<file path="config.mk">
export PLATFORM = sky130hd
export DESIGN_NAME = phy_status_regs
export DESIGN_NICKNAME = d
export VERILOG_FILES = /design/src/rtl/phy_status_pkg.sv /design/src/rtl/fault_latch.sv /design/src/rtl/fc_counter.sv /design/src/rtl/status_word.sv /design/src/rtl/phy_status_regs.sv
export SDC_FILE = /design/constraint.sdc
export NUM_CORES = 1
export LEC_CHECK = 0
export CAP_MARGIN = 15
export CORE_MARGIN = 3
export CORE_UTILIZATION = 48
export DETAILED_ROUTE_END_ITERATION = 10
export GPL_TIMING_DRIVEN = 0
export PLACE_DENSITY = 0.85
export SLEW_MARGIN = 0
export SYNTH_ARGS = -nofsm -noshare
export SYNTH_HDL_FRONTEND = slang
export SYNTH_HIERARCHICAL = 1
export SYNTH_SLANG_ARGS = --single-unit
export TNS_END_PERCENT = 30
</file>
<file path="constraint.sdc">
create_clock -name clk -period 5.95 [get_ports clk]
set_input_delay 1.19 -clock clk [delete_from_list [all_inputs] [get_ports clk]]
set_output_delay 1.19 -clock clk [all_outputs]
set_load 0.005 [all_outputs]
</file>
<file path="src/rtl/phy_status_pkg.sv">
package phy_status_pkg;
    localparam int REG_ADDR_W = 5;
    localparam int REG_DATA_W = 16;
    localparam int CNT_W      = 8;

    localparam logic [REG_ADDR_W-1:0] ADDR_BASIC  = 5'h01;
    localparam logic [REG_ADDR_W-1:0] ADDR_STATUS = 5'h10;
    localparam logic [REG_ADDR_W-1:0] ADDR_FCCNT  = 5'h14;

    typedef enum logic [1:0] {
        CNT_EMPTY   = 2'd0,
        CNT_PARTIAL = 2'd1,
        CNT_FULL    = 2'd2
    } cnt_state_t;

    typedef enum logic {
        FLT_CLEAR = 1'b0,
        FLT_HELD  = 1'b1
    } flt_state_t;

    typedef struct packed {
        logic link;
        logic jab;
        logic an_en;
        logic an_cmp;
        logic lpbk;
        logic fdx;
        logic spd10;
    } live_cond_t;
endpackage

</file>
<file path="src/rtl/fault_latch.sv">
module fault_latch
    import phy_status_pkg::*;
(
    input  logic clk,
    input  logic rst_n,
    input  logic set_i,
    input  logic clr_i,
    output logic held_o
);
    flt_state_t cur_st, nxt_st;

    always_ff @(posedge clk) begin
        if (!rst_n) cur_st <= FLT_CLEAR;
        else        cur_st <= nxt_st;
    end

    always_comb begin
        nxt_st = cur_st;
        unique case (cur_st)
            FLT_CLEAR: if (set_i) nxt_st = FLT_HELD;
            FLT_HELD:  if (clr_i && !set_i) nxt_st = FLT_CLEAR;
            default:   nxt_st = FLT_CLEAR;
        endcase
    end

    always_comb held_o = (cur_st == FLT_HELD);

    AST_FLT_SET_WINS: assert property (@(posedge clk) disable iff (!rst_n)
        set_i |=> held_o);
    AST_FLT_STICKY: assert property (@(posedge clk) disable iff (!rst_n)
        (held_o && !clr_i) |=> held_o);
    AST_FLT_RELEASE: assert property (@(posedge clk) disable iff (!rst_n)
        (held_o && clr_i && !set_i) |=> !held_o);
endmodule

</file>
<file path="src/rtl/fc_counter.sv">
module fc_counter
    import phy_status_pkg::*;
#(
    parameter int W = CNT_W
) (
    input  logic         clk,
    input  logic         rst_n,
    input  logic         event_i,
    input  logic         clr_i,
    input  logic         wr_i,
    input  logic [W-1:0] wr_val,
    output logic [W-1:0] count_o
);
    localparam logic [W-1:0] MAX_CNT = {W{1'b1}};

    cnt_state_t    cur_st, nxt_st;
    logic [W-1:0]  cnt_q, base, nxt_cnt;
    logic          room;

    always_comb begin
        base = cnt_q;
        room = 1'b1;
        if (wr_i) begin
            base = wr_val;
            room = (wr_val != MAX_CNT);
        end else if (clr_i) begin
            base = '0;
            room = 1'b1;
        end else begin
            unique case (cur_st)
                CNT_EMPTY, CNT_PARTIAL: room = 1'b1;
                CNT_FULL:               room = 1'b0;
                default:                room = 1'b0;
            endcase
        end
        nxt_cnt = base + {{(W-1){1'b0}}, (event_i && room)};
        if (nxt_cnt == '0)          nxt_st = CNT_EMPTY;
        else if (nxt_cnt == MAX_CNT) nxt_st = CNT_FULL;
        else                        nxt_st = CNT_PARTIAL;
    end

    always_ff @(posedge clk) begin
        if (!rst_n) begin
            cur_st <= CNT_EMPTY;
            cnt_q  <= '0;
        end else begin
            cur_st <= nxt_st;
            cnt_q  <= nxt_cnt;
        end
    end

    always_comb count_o = cnt_q;

    AST_CNT_STATE_EMPTY: assert property (@(posedge clk) disable iff (!rst_n)
        (cur_st == CNT_EMPTY) == (cnt_q == '0));
    AST_CNT_HOLD_FULL: assert property (@(posedge clk) disable iff (!rst_n)
        (cnt_q == MAX_CNT && !wr_i && !clr_i) |=> cnt_q == MAX_CNT);
    AST_CNT_STEP: assert property (@(posedge clk) disable iff (!rst_n)
        (event_i && !wr_i && !clr_i && cnt_q != MAX_CNT) |=> cnt_q == $past(cnt_q) + 1'b1);
    AST_CNT_CLEAR_KEEP: assert property (@(posedge clk) disable iff (!rst_n)
        (clr_i && !wr_i) |=> cnt_q == {{(W-1){1'b0}}, $past(event_i)});
endmodule

</file>
<file path="src/rtl/status_word.sv">
module status_word
    import phy_status_pkg::*;
#(
    parameter int DW = REG_DATA_W
) (
    input  live_cond_t    cond_i,
    input  logic          fault_i,
    output logic [DW-1:0] word_o
);
    logic mode_ok;

    always_comb begin
        mode_ok   = cond_i.link && (cond_i.an_cmp || !cond_i.an_en);
        word_o    = '0;
        word_o[0] = cond_i.link;
        word_o[1] = mode_ok && cond_i.spd10;
        word_o[2] = mode_ok && cond_i.fdx;
        word_o[3] = cond_i.lpbk;
        word_o[4] = cond_i.an_cmp;
        word_o[5] = cond_i.jab && cond_i.spd10;
        word_o[6] = fault_i;
    end
endmodule

</file>
<file path="src/rtl/phy_status_regs.sv">
module phy_status_regs
    import phy_status_pkg::*;
#(
    parameter int AW = REG_ADDR_W,
    parameter int DW = REG_DATA_W,
    parameter int CW = CNT_W
) (
    input  logic          clk,
    input  logic          rst_n,
    input  logic [AW-1:0] reg_addr,
    input  logic          rd_en,
    input  logic          wr_en,
    input  logic [DW-1:0] wr_data,
    output logic [DW-1:0] rd_data,
    input  logic          link_up,
    input  logic          jabber,
    input  logic          rem_fault,
    input  logic          an_enable,
    input  logic          an_done,
    input  logic          loopback,
    input  logic          full_duplex,
    input  logic          speed10,
    input  logic          fc_event
);
    logic          hit_basic, hit_status, hit_cnt;
    logic          fault_held;
    logic [CW-1:0] count;
    logic [DW-1:0] sts_word, rd_mux;
    live_cond_t    cond;

    always_comb begin
        hit_basic  = (reg_addr == ADDR_BASIC[AW-1:0]);
        hit_status = (reg_addr == ADDR_STATUS[AW-1:0]);
        hit_cnt    = (reg_addr == ADDR_FCCNT[AW-1:0]);
        cond.link   = link_up;
        cond.jab    = jabber;
        cond.an_en  = an_enable;
        cond.an_cmp = an_done;
        cond.lpbk   = loopback;
        cond.fdx    = full_duplex;
        cond.spd10  = speed10;
    end

    fault_latch u_fault (
        .clk    (clk),
        .rst_n  (rst_n),
        .set_i  (rem_fault),
        .clr_i  (rd_en && hit_basic),
        .held_o (fault_held)
    );

    fc_counter #(.W(CW)) u_cnt (
        .clk     (clk),
        .rst_n   (rst_n),
        .event_i (fc_event),
        .clr_i   (rd_en && hit_cnt),
        .wr_i    (wr_en && hit_cnt),
        .wr_val  (wr_data[CW-1:0]),
        .count_o (count)
    );

    status_word #(.DW(DW)) u_sts (
        .cond_i  (cond),
        .fault_i (fault_held),
        .word_o  (sts_word)
    );

    always_comb begin
        rd_mux = '0;
        if (hit_status)   rd_mux = sts_word;
        else if (hit_cnt) rd_mux[CW-1:0] = count;
    end

    always_ff @(posedge clk) begin
        if (!rst_n)     rd_data <= '0;
        else if (rd_en) rd_data <= rd_mux;
        else            rd_data <= '0;
    end

    AST_RD_IDLE_ZERO: assert property (@(posedge clk) disable iff (!rst_n)
        !rd_en |=> rd_data == '0);
    AST_RSVD_HIGH: assert property (@(posedge clk) disable iff (!rst_n)
        rd_data[DW-1:CW] == '0);
    AST_STS_BIT7: assert property (@(posedge clk) disable iff (!rst_n)
        (rd_en && hit_status) |=> !rd_data[7]);
    AST_STS_NO_CLEAR: assert property (@(posedge clk) disable iff (!rst_n)
        (rd_en && hit_status && fault_held) |=> fault_held);
endmodule

</file>
Yosys cells after proc, flatten, opt, wreduce, memory -nomap -nowiden. Cells that the tools add are included.

Reduce and logical (&&, ||, !) cells: 18. Muxes and demuxes: 11. Add/subtract/negate cells: 1. Equality and inequality tests: 6. Bitwise logic cells: 4.

Operators with widths (count): two-way mux 8 bit (4); == test 5 bit (second input constant) (2); logical AND 1 bit (9); adder 8 x 1 -> 8 bit (1); == test 8 bit (second input constant) (1); logical NOT 8 bit (1); inequality test 8 bit (second input constant) (1); == test 5 x 1 -> 1 bit (second input constant) (1); two-way mux 1 bit (5); inverter 1 bit (4); OR reduction 2 bit (2); OR reduction 4 bit (1); == test 2 x 1 -> 1 bit (second input constant) (1); logical NOT 1 bit (2); logical NOT 2 bit (1); two-way mux 2 bit (1); case mux 1 bit (2 select lines) (1); AND reduction 2 bit (1); logical OR 1 bit (1).

Bits in registers: 27. Logic and storage cells: 46.

Longest topological paths before layout. Gate-level depths: netlist of run 1.

Word-level depth: 9. Depth in mapped cells: 14. Gate-level depth less buffers: 12.

Modules after synthesis. The synthesis of run 1 kept the hierarchy.

By module, submodules not included: phy_status_regs (area an instance 690.7 um^2, sequential area each 320.3 um^2, cells an instance 60, instances 1); fc_counter (area an instance 561.8 um^2, sequential area each 180.2 um^2, cells an instance 62, instances 1); status_word (area an instance 126.4 um^2, sequential area each 0.0 um^2, cells an instance 18, instances 1); fault_latch (area an instance 41.3 um^2, sequential area each 20.0 um^2, cells an instance 3, instances 1).

Worst setup path before layout of run 1. OpenSTA, ideal clock, no wires.

Kind: in2reg. Start: input reg_addr[2]. End: register u_cnt.cur_st[1]. Arrival: 3.385 ns. Stages on the path: 13. Setup slack: 2.477 ns. Setup time: 0.087 ns. Path buffers: 4. Path through: buf_4 -> buf_1 -> and3_1 -> buf_6 -> buf_2 -> nand4_1 -> nor2_1 -> a21oi_1 -> ha_1 -> ha_1 -> xnor2_1 -> nand4_1 -> nor4b_2.

Word-level cells in the longest chain between the ends: 8. Elaborated cells between the ends (all ways): 13.

RTL lines: start, declared (RTL line phy_status_regs.sv:10) `input logic [AW-1:0] reg_addr,`; == test 5 bit * (RTL line phy_status_regs.sv:34) `hit_cnt = (reg_addr == ADDR_FCCNT[AW-1:0]);`; logical AND 1 bit (RTL line phy_status_regs.sv:56) `.clr_i (rd_en && hit_cnt),`; two-way mux 1 bit (RTL line fc_counter.sv:26) `end else if (clr_i) begin`; two-way mux 1 bit (RTL line fc_counter.sv:23) `if (wr_i) begin`; logical AND 1 bit (RTL line fc_counter.sv:36) `nxt_cnt = base + {{(W-1){1'b0}}, (event_i && room)};`; adder 8 x 1 -> 8 bit * (RTL line fc_counter.sv:36); == test 8 bit / logical NOT 8 bit (equally long branches) (RTL line fc_counter.sv:38, fc_counter.sv:37); two-way mux 2 bit / OR reduction 2 bit (equally long branches); end signal, assigned (RTL line fc_counter.sv:47) `cur_st <= nxt_st;`; end, declared (RTL line fc_counter.sv:16) `cnt_state_t cur_st, nxt_st;`.

Mark *: on every way between the ends. The rest lies on a longest branch, timed or not. A chain may end at the register's enable or synchronous reset.

Final worst setup path of run 1.
Start: input reg_addr[1]. End: register u_cnt.cur_st[1].

The elaborated chain is that of the path after synthesis.

==> results of run 1 <==
-- synthesized netlist by cell type, types with 3 or more instances --
master | number | area (µm²)
dfxtp_1 | 26 | 520.5
buf_4 | 14 | 105.1
inv_1 | 9 | 33.78
nor2_1 | 9 | 33.78
mux2i_1 | 8 | 80.08
nor3_2 | 8 | 80.08
nor4_1 | 6 | 37.54
and2_1 | 5 | 31.28
and3_1 | 5 | 31.28
nor3_1 | 4 | 20.02
nor3b_1 | 4 | 30.03
a21oi_1 | 3 | 15.01
nand2_1 | 3 | 11.26
nand4_1 | 3 | 18.77
xor2_1 | 3 | 26.28
-- flip-flops by register name, summed over array words and instances, names as in the netlist --
signal / cells
u_cnt/count_o: 8
rd_data: 16
u_cnt/cur_st: 1
u_fault/held_o: 1
-- metal layers --
metal / part of all wire / vias to the layer above / global-route usage
met5: 0 / - / 0
met1: 0.39 / 550 / 0.2177
li1: - / 587 / -
met3: 0.081 / 4 / 0.02340
met2: 0.52 / 56 / 0.3318
met4: 0.017 / 0 / 0.09177
-- report_power, final --
part | total [mW] | internal, mW | switching (mW)
combinational | 0.0539 | 0.0310 | 0.0229
clock | 0.0931 | 0.0375 | 0.0555
sequential | 0.179 | 0.177 | 0.00188
-- stage by stage --
stage	hold WS (ns)	setup slack (ns)	util	instance area (µm²)	total power [mW]
6_report	0.5897	2.207	0.6887	1916	0.3257
5_1_grt	0.5939	1.933	0.6887	1916	0.3396
4_1_cts	0.5929	2.216	0.6887	1916	0.3263
2_1_floorplan	0.5005	2.477	-	1450	0.2117
3_5_place_dp	0.5640	1.872	0.6757	1879	0.2355
3_3_place_gp	0.5345	1.964	0.6757	1879	0.2339
-- kinds of logic (layout without fill, tap and decap cells) --
family,Yosys count,in the layout
compound gates,14,14
xor+xnor,5,5
fa+ha+maj,2,2
buf+inv,29,72
flops,26,26
mux,8,8
other cells,1,9
simple gates,58,58
-- worst reg2reg max path: cells and delay by family, from the launching register on --
kind,cells,cell delay [ns]
XOR/XNOR,1,0.17
flip-flops,1,0.33
AO/OA/AOI/OAI,2,0.29
adder cells (fa/ha/maj),2,0.40
AND/OR/NAND/NOR,4,0.41
-- worst paths after layout --
check                                 startpoint          endpoint  slack [ns]  depth (start not counted)
worst max-delay path                 reg_addr[1]   u_cnt/cur_st[1]        2.21                         13
worst min-delay path            u_cnt/count_o[4]        rd_data[4]        0.59                          2
worst max register to register   u_cnt/cur_st[1]  u_cnt/count_o[6]        4.25                          9
worst min register to register  u_cnt/count_o[4]        rd_data[4]        0.59                          2
-- layout make-up --
class	count	area, µm²	area share
Buffer	20	161.4	0.08426
Clock buffer	4	36.28	0.01894
Inverter	9	33.78	0.01764
Multi-Input combinational cell	96	734.5	0.3834
Sequential cell	26	520.5	0.2717
Tap cell	31	38.79	0.02025
Timing Repair Buffer	39	390.4	0.2038
==> metrics.cfg, run 1 <==
[cts]
cts_setup_buffers=0
cts.sinks=26
hold_buffers=0
clk_latency_ns=0.33
clockRootBuffer=clkbuf_4
clkTransAtPathRegs_ns=0.14
cts_buffers=3
cts_tree=yes
cts_resized=0
cts.path.max_buffers=2
htreeDepth=1

[sta]
rsz0062_at_grt=false
slew_viol_final=0
fmax_mhz=267.1
setup_tns_ns=0
hold_viol=0
post-route-min-period_ns=3.743
timing.final.crit_share=0.6291
tightest_slew_ns=0.5474
finClkSkew_ns=0.003075
finalSetupViolations=0
relSlewSlack=0.6351

[yosys]
synth_xor_area_frac=0.03084
synth_cell_type_count=40
async_flop_share=0
synth_flop_cell=dfxtp_1
synth-compound-area-share=0.08194
syn-instance-count=143
ys_seq_area_frac=0.3665
synth_top_family_by_area=simple AND/OR/NAND/NOR gates
synth_fa_ha_area_frac=0.01762
synth_area_um2=1420
muxShareOfSynthArea=0.05639
yosysWarnings=6
synth-edff-count=0
synth_seq_cells=26
yosys.area_share.simple=0.3066
avgSynthCellArea_um2=9.931

[global_routing]
grt_antenna_before_repair=0
grt_max_degree=15
first_global_vias=1129
grt-ovfl-total=0
grt_first_pass_wirelength_um=5009
track_usage=0.1858

[detailed_routing]
drtIter0Drc=45
vias_per_cell=5.320
firstDrtPassIters=4
wl_per_cell_um=13.83
drc=0
ant_nets=0
vias=1197
routed_wl_um=3111

[place]
hpwl_um=2530
numPortBuffers=39
dp.cells=221
gp_congestion=0.8478

[final_layout]
layout.nets=231
fin_cells=225
drive_gt1_frac=0.2062
fill_cells=226
final_common_cell=clkdlybuf4s50_1
syn_to_final_growth_pct=34.89
most-common-layout-cells=clkdlybuf4s50_1 (39), dfxtp_1 (26), buf_4 (14)
antenna_cells=0

[floorplan]
num_rows=19
die-area_um2=3647
io_pins=50
core-area_um2=2781
start_util=0.5106
die_y_um=60.39
die_w_um=60.39

[worst_setup_path]
cp.arrival_ns=4.00
critPathLaunchType=input pin
path_cells=clkdlybuf4s50_1 > nor4b_1 > and3_1 > buf_6 > buf_2 > nand4_1 > nor2_1 > a21oi_1 > ha_1 > ha_1 > xnor2_1 > nand4_1 > nor4b_2
critPathBufInv=3
end_kind=flip-flop
crit_fanout=10
crit_family=simple AND/OR/NAND/NOR gates
required_ns=6.20
critPathSlowestCell=clkdlybuf4s50_1
slowest_delay_ns=0.45
crit_type=input pin to flip-flop

[pwr]
total_leakage_power_nw=0.7204
ir_drop_mv=0.1183
powerDensity_nw_per_um2=170.0

[worst_hold_path]
hp-class=flip-flop to flip-flop

[run]
cap_violations=0

[run_status]
outcome=completed

Note: power is estimated with default switching activity, not from simulation.
==> run 2, diff against run 1 <==
- CORE_UTILIZATION: 48 -> 41
- PLACE_DENSITY: 0.85 -> 0.77
- clock period: 5.95 -> 3.31 ns (I/O delays scaled with it)
==> run 2 against run 1 <==
Final area increased by 0.52%. Critical path depth unchanged. Combinational power rose by 80%. Global-route usage down 3.3 points. Clock power is 41% higher. Sequential power grew 79%. Total power up 69%. Critical path type unchanged. Sequential share of layout area shrank 0.14 points. Wire length down 1.4%. Critical endpoint unchanged. Largest power group unchanged. Count of clock-buffer cells in the layout fell by 1. Worst setup slack worse by 2.0 ns. Via count down 4.6%. Largest cell class unchanged.
==> metrics.cfg, run 2 (synthesis results as in run 1) <==
[cts]
hold_buffers=0  ; unchanged
cts.sinks=26  ; unchanged
cts_setup_buffers=0  ; unchanged
htreeDepth=1  ; unchanged
cts_buffers=3  ; unchanged
clkTransAtPathRegs_ns=0.13  ; about the same
clk_latency_ns=0.32  ; about the same
cts_resized=0  ; unchanged
clockRootBuffer=clkbuf_4
cts_tree=yes
cts.path.max_buffers=2  ; unchanged

[detailed_routing]
vias_per_cell=4.819  ; -9.4%
vias=1142  ; -4.6%
drtIter0Drc=26  ; -42%
drc=0  ; unchanged
ant_nets=0  ; unchanged
routed_wl_um=3069  ; -1.4%
wl_per_cell_um=12.95  ; -6.3%
firstDrtPassIters=2  ; -2

[floorplan]
die_y_um=64.86  ; +7.4%
die_w_um=64.86  ; +7.4%
io_pins=50  ; unchanged
start_util=0.4469  ; -0.06372
core-area_um2=3178  ; +14%
num_rows=20  ; +1
die-area_um2=4206  ; +15%

[global_routing]
grt_max_degree=14  ; -1
grt_antenna_before_repair=0  ; unchanged
track_usage=0.1531  ; -0.03273
first_global_vias=1102  ; -2.4%
grt-ovfl-total=0  ; unchanged
grt_first_pass_wirelength_um=4981  ; -0.56%

[pwr]
total_leakage_power_nw=0.7141  ; -0.88%
power_mw=0.5491  ; +69%
powerDensity_nw_per_um2=285.1  ; +68%
ir_drop_mv=0.2060  ; +74%

[worst_hold_path]
hp-class=flip-flop to flip-flop

[place]
placed_cell_area_um2=1896  ; +0.87%
numPortBuffers=39  ; unchanged
place_ws_ns=-0.1960  ; -2.068 ns
hpwl_um=2521  ; -0.38%
gp_congestion=0.9035  ; +6.6%
dp.cells=234  ; +5.9%

[final_layout]
layout.nets=231  ; unchanged
antenna_cells=0  ; unchanged
top_register=rd_data
fin_cells=237  ; +5.3%
fill_cells=279  ; +23%
drive_gt1_frac=0.2124  ; +0.006250
final_common_cell=clkdlybuf4s50_1
most-common-layout-cells=clkdlybuf4s50_1 (39), dfxtp_1 (26), buf_4 (14)
seqCellArea_um2=520.5  ; unchanged
largest_reg_flops=16  ; unchanged
multiInputGateArea_um2=742.0  ; +1.0%
fin_util=0.6059  ; -0.08280
syn_to_final_growth_pct=35.59
final_area_um2=1926  ; +0.52%

[run_status]
outcome=completed

[sta]
post-route-min-period_ns=3.080
hold_viol=0  ; unchanged
timing.final.crit_share=0.9306
hold_slack_ns=0.5880  ; -0.001749 ns
finalSetupViolations=0  ; unchanged
rsz0062_at_grt=false
fin_ws_ns=0.2297  ; -1.977 ns
finClkSkew_ns=0.007167  ; +0.004092 ns
slew_viol_final=0  ; unchanged
tightest_slew_ns=0.5314  ; -0.01602 ns
fmax_mhz=324.6
setup_tns_ns=0  ; unchanged
relSlewSlack=0.6458  ; +0.01068

[worst_setup_path]
slowest_delay_ns=0.45  ; about the same
required_ns=3.56  ; -2.64 ns
crit_fanout=10  ; unchanged
cp.arrival_ns=3.33  ; -0.67 ns
critPathBufInv=3  ; unchanged
path_cells=clkdlybuf4s50_1 > nor4b_2 > and3_1 > buf_6 > buf_2 > nand4_1 > nor2_1 > a21oi_1 > ha_1 > ha_1 > xnor2_1 > nand4_1 > nor4b_2
critPathSlowestCell=clkdlybuf4s50_1
crit_family=simple AND/OR/NAND/NOR gates
crit_type=input pin to flip-flop
end_kind=flip-flop
critPathLaunchType=input pin
reg2reg_slack_ns=1.60  ; -2.65 ns

[run]
cap_violations=0  ; unchanged

## run 2: changes by cell type in the layout (fill, tap and decap cells not counted)
cell      delta
and3_1       -1
and3_2       +1
clkbuf_8     -1
nor4b_1      -1
nor4b_2      +1
## run 2: worst register-to-register path, cell delays in order (launching register included)
cell and delay [ns]:
dfxtp_1 0.32, nand2_1 0.04, nand2_1 0.05, a21oi_1 0.11
ha_1 0.22, ha_1 0.21, o21ai_0 0.18, nor3_1 0.27
xor2_1 0.17, nor2_1 0.05
## run 2: routing by layer
metal	share of wire	track usage	vias to the layer above	wire [µm]
li1	-	-	580	-
met1	0.43	0.1778	526	1310
met2	0.50	0.2695	32	1537
met3	0.056	0.04333	4	172
met4	0.016	0.04749	0	48
met5	0	0	-	0
## run 2: final timing paths
| path | cells past startpoint | startpoint | to |
|---|---|---|---|
| hold / removal | 2 | u_cnt/count_o[2] | rd_data[2] |
| setup reg to reg | 9 | u_cnt/cur_st[1] | u_cnt/count_o[6] |
| hold reg to reg | 2 | u_cnt/count_o[2] | rd_data[2] |
| setup / recovery | 13 | reg_addr[1] | u_cnt/cur_st[1] |
## run 2: final cells by class
type,count,share of cell area
flip-flops and latches,26,0.2703
well taps,44,0.02859
repair buffers,39,0.2027
multi-input cells,96,0.3853
plain buffers,20,0.08382
clock buffers,3,0.01170
inverters,9,0.01754
## run 2: where the power goes
part | total (mW) | internal [mW] | switching (mW)
Sequential | 0.321 | 0.318 | 0.00344
Combinational | 0.0969 | 0.0561 | 0.0408
Clock | 0.131 | 0.0427 | 0.0883
Total | 0.549 | 0.417 | 0.133
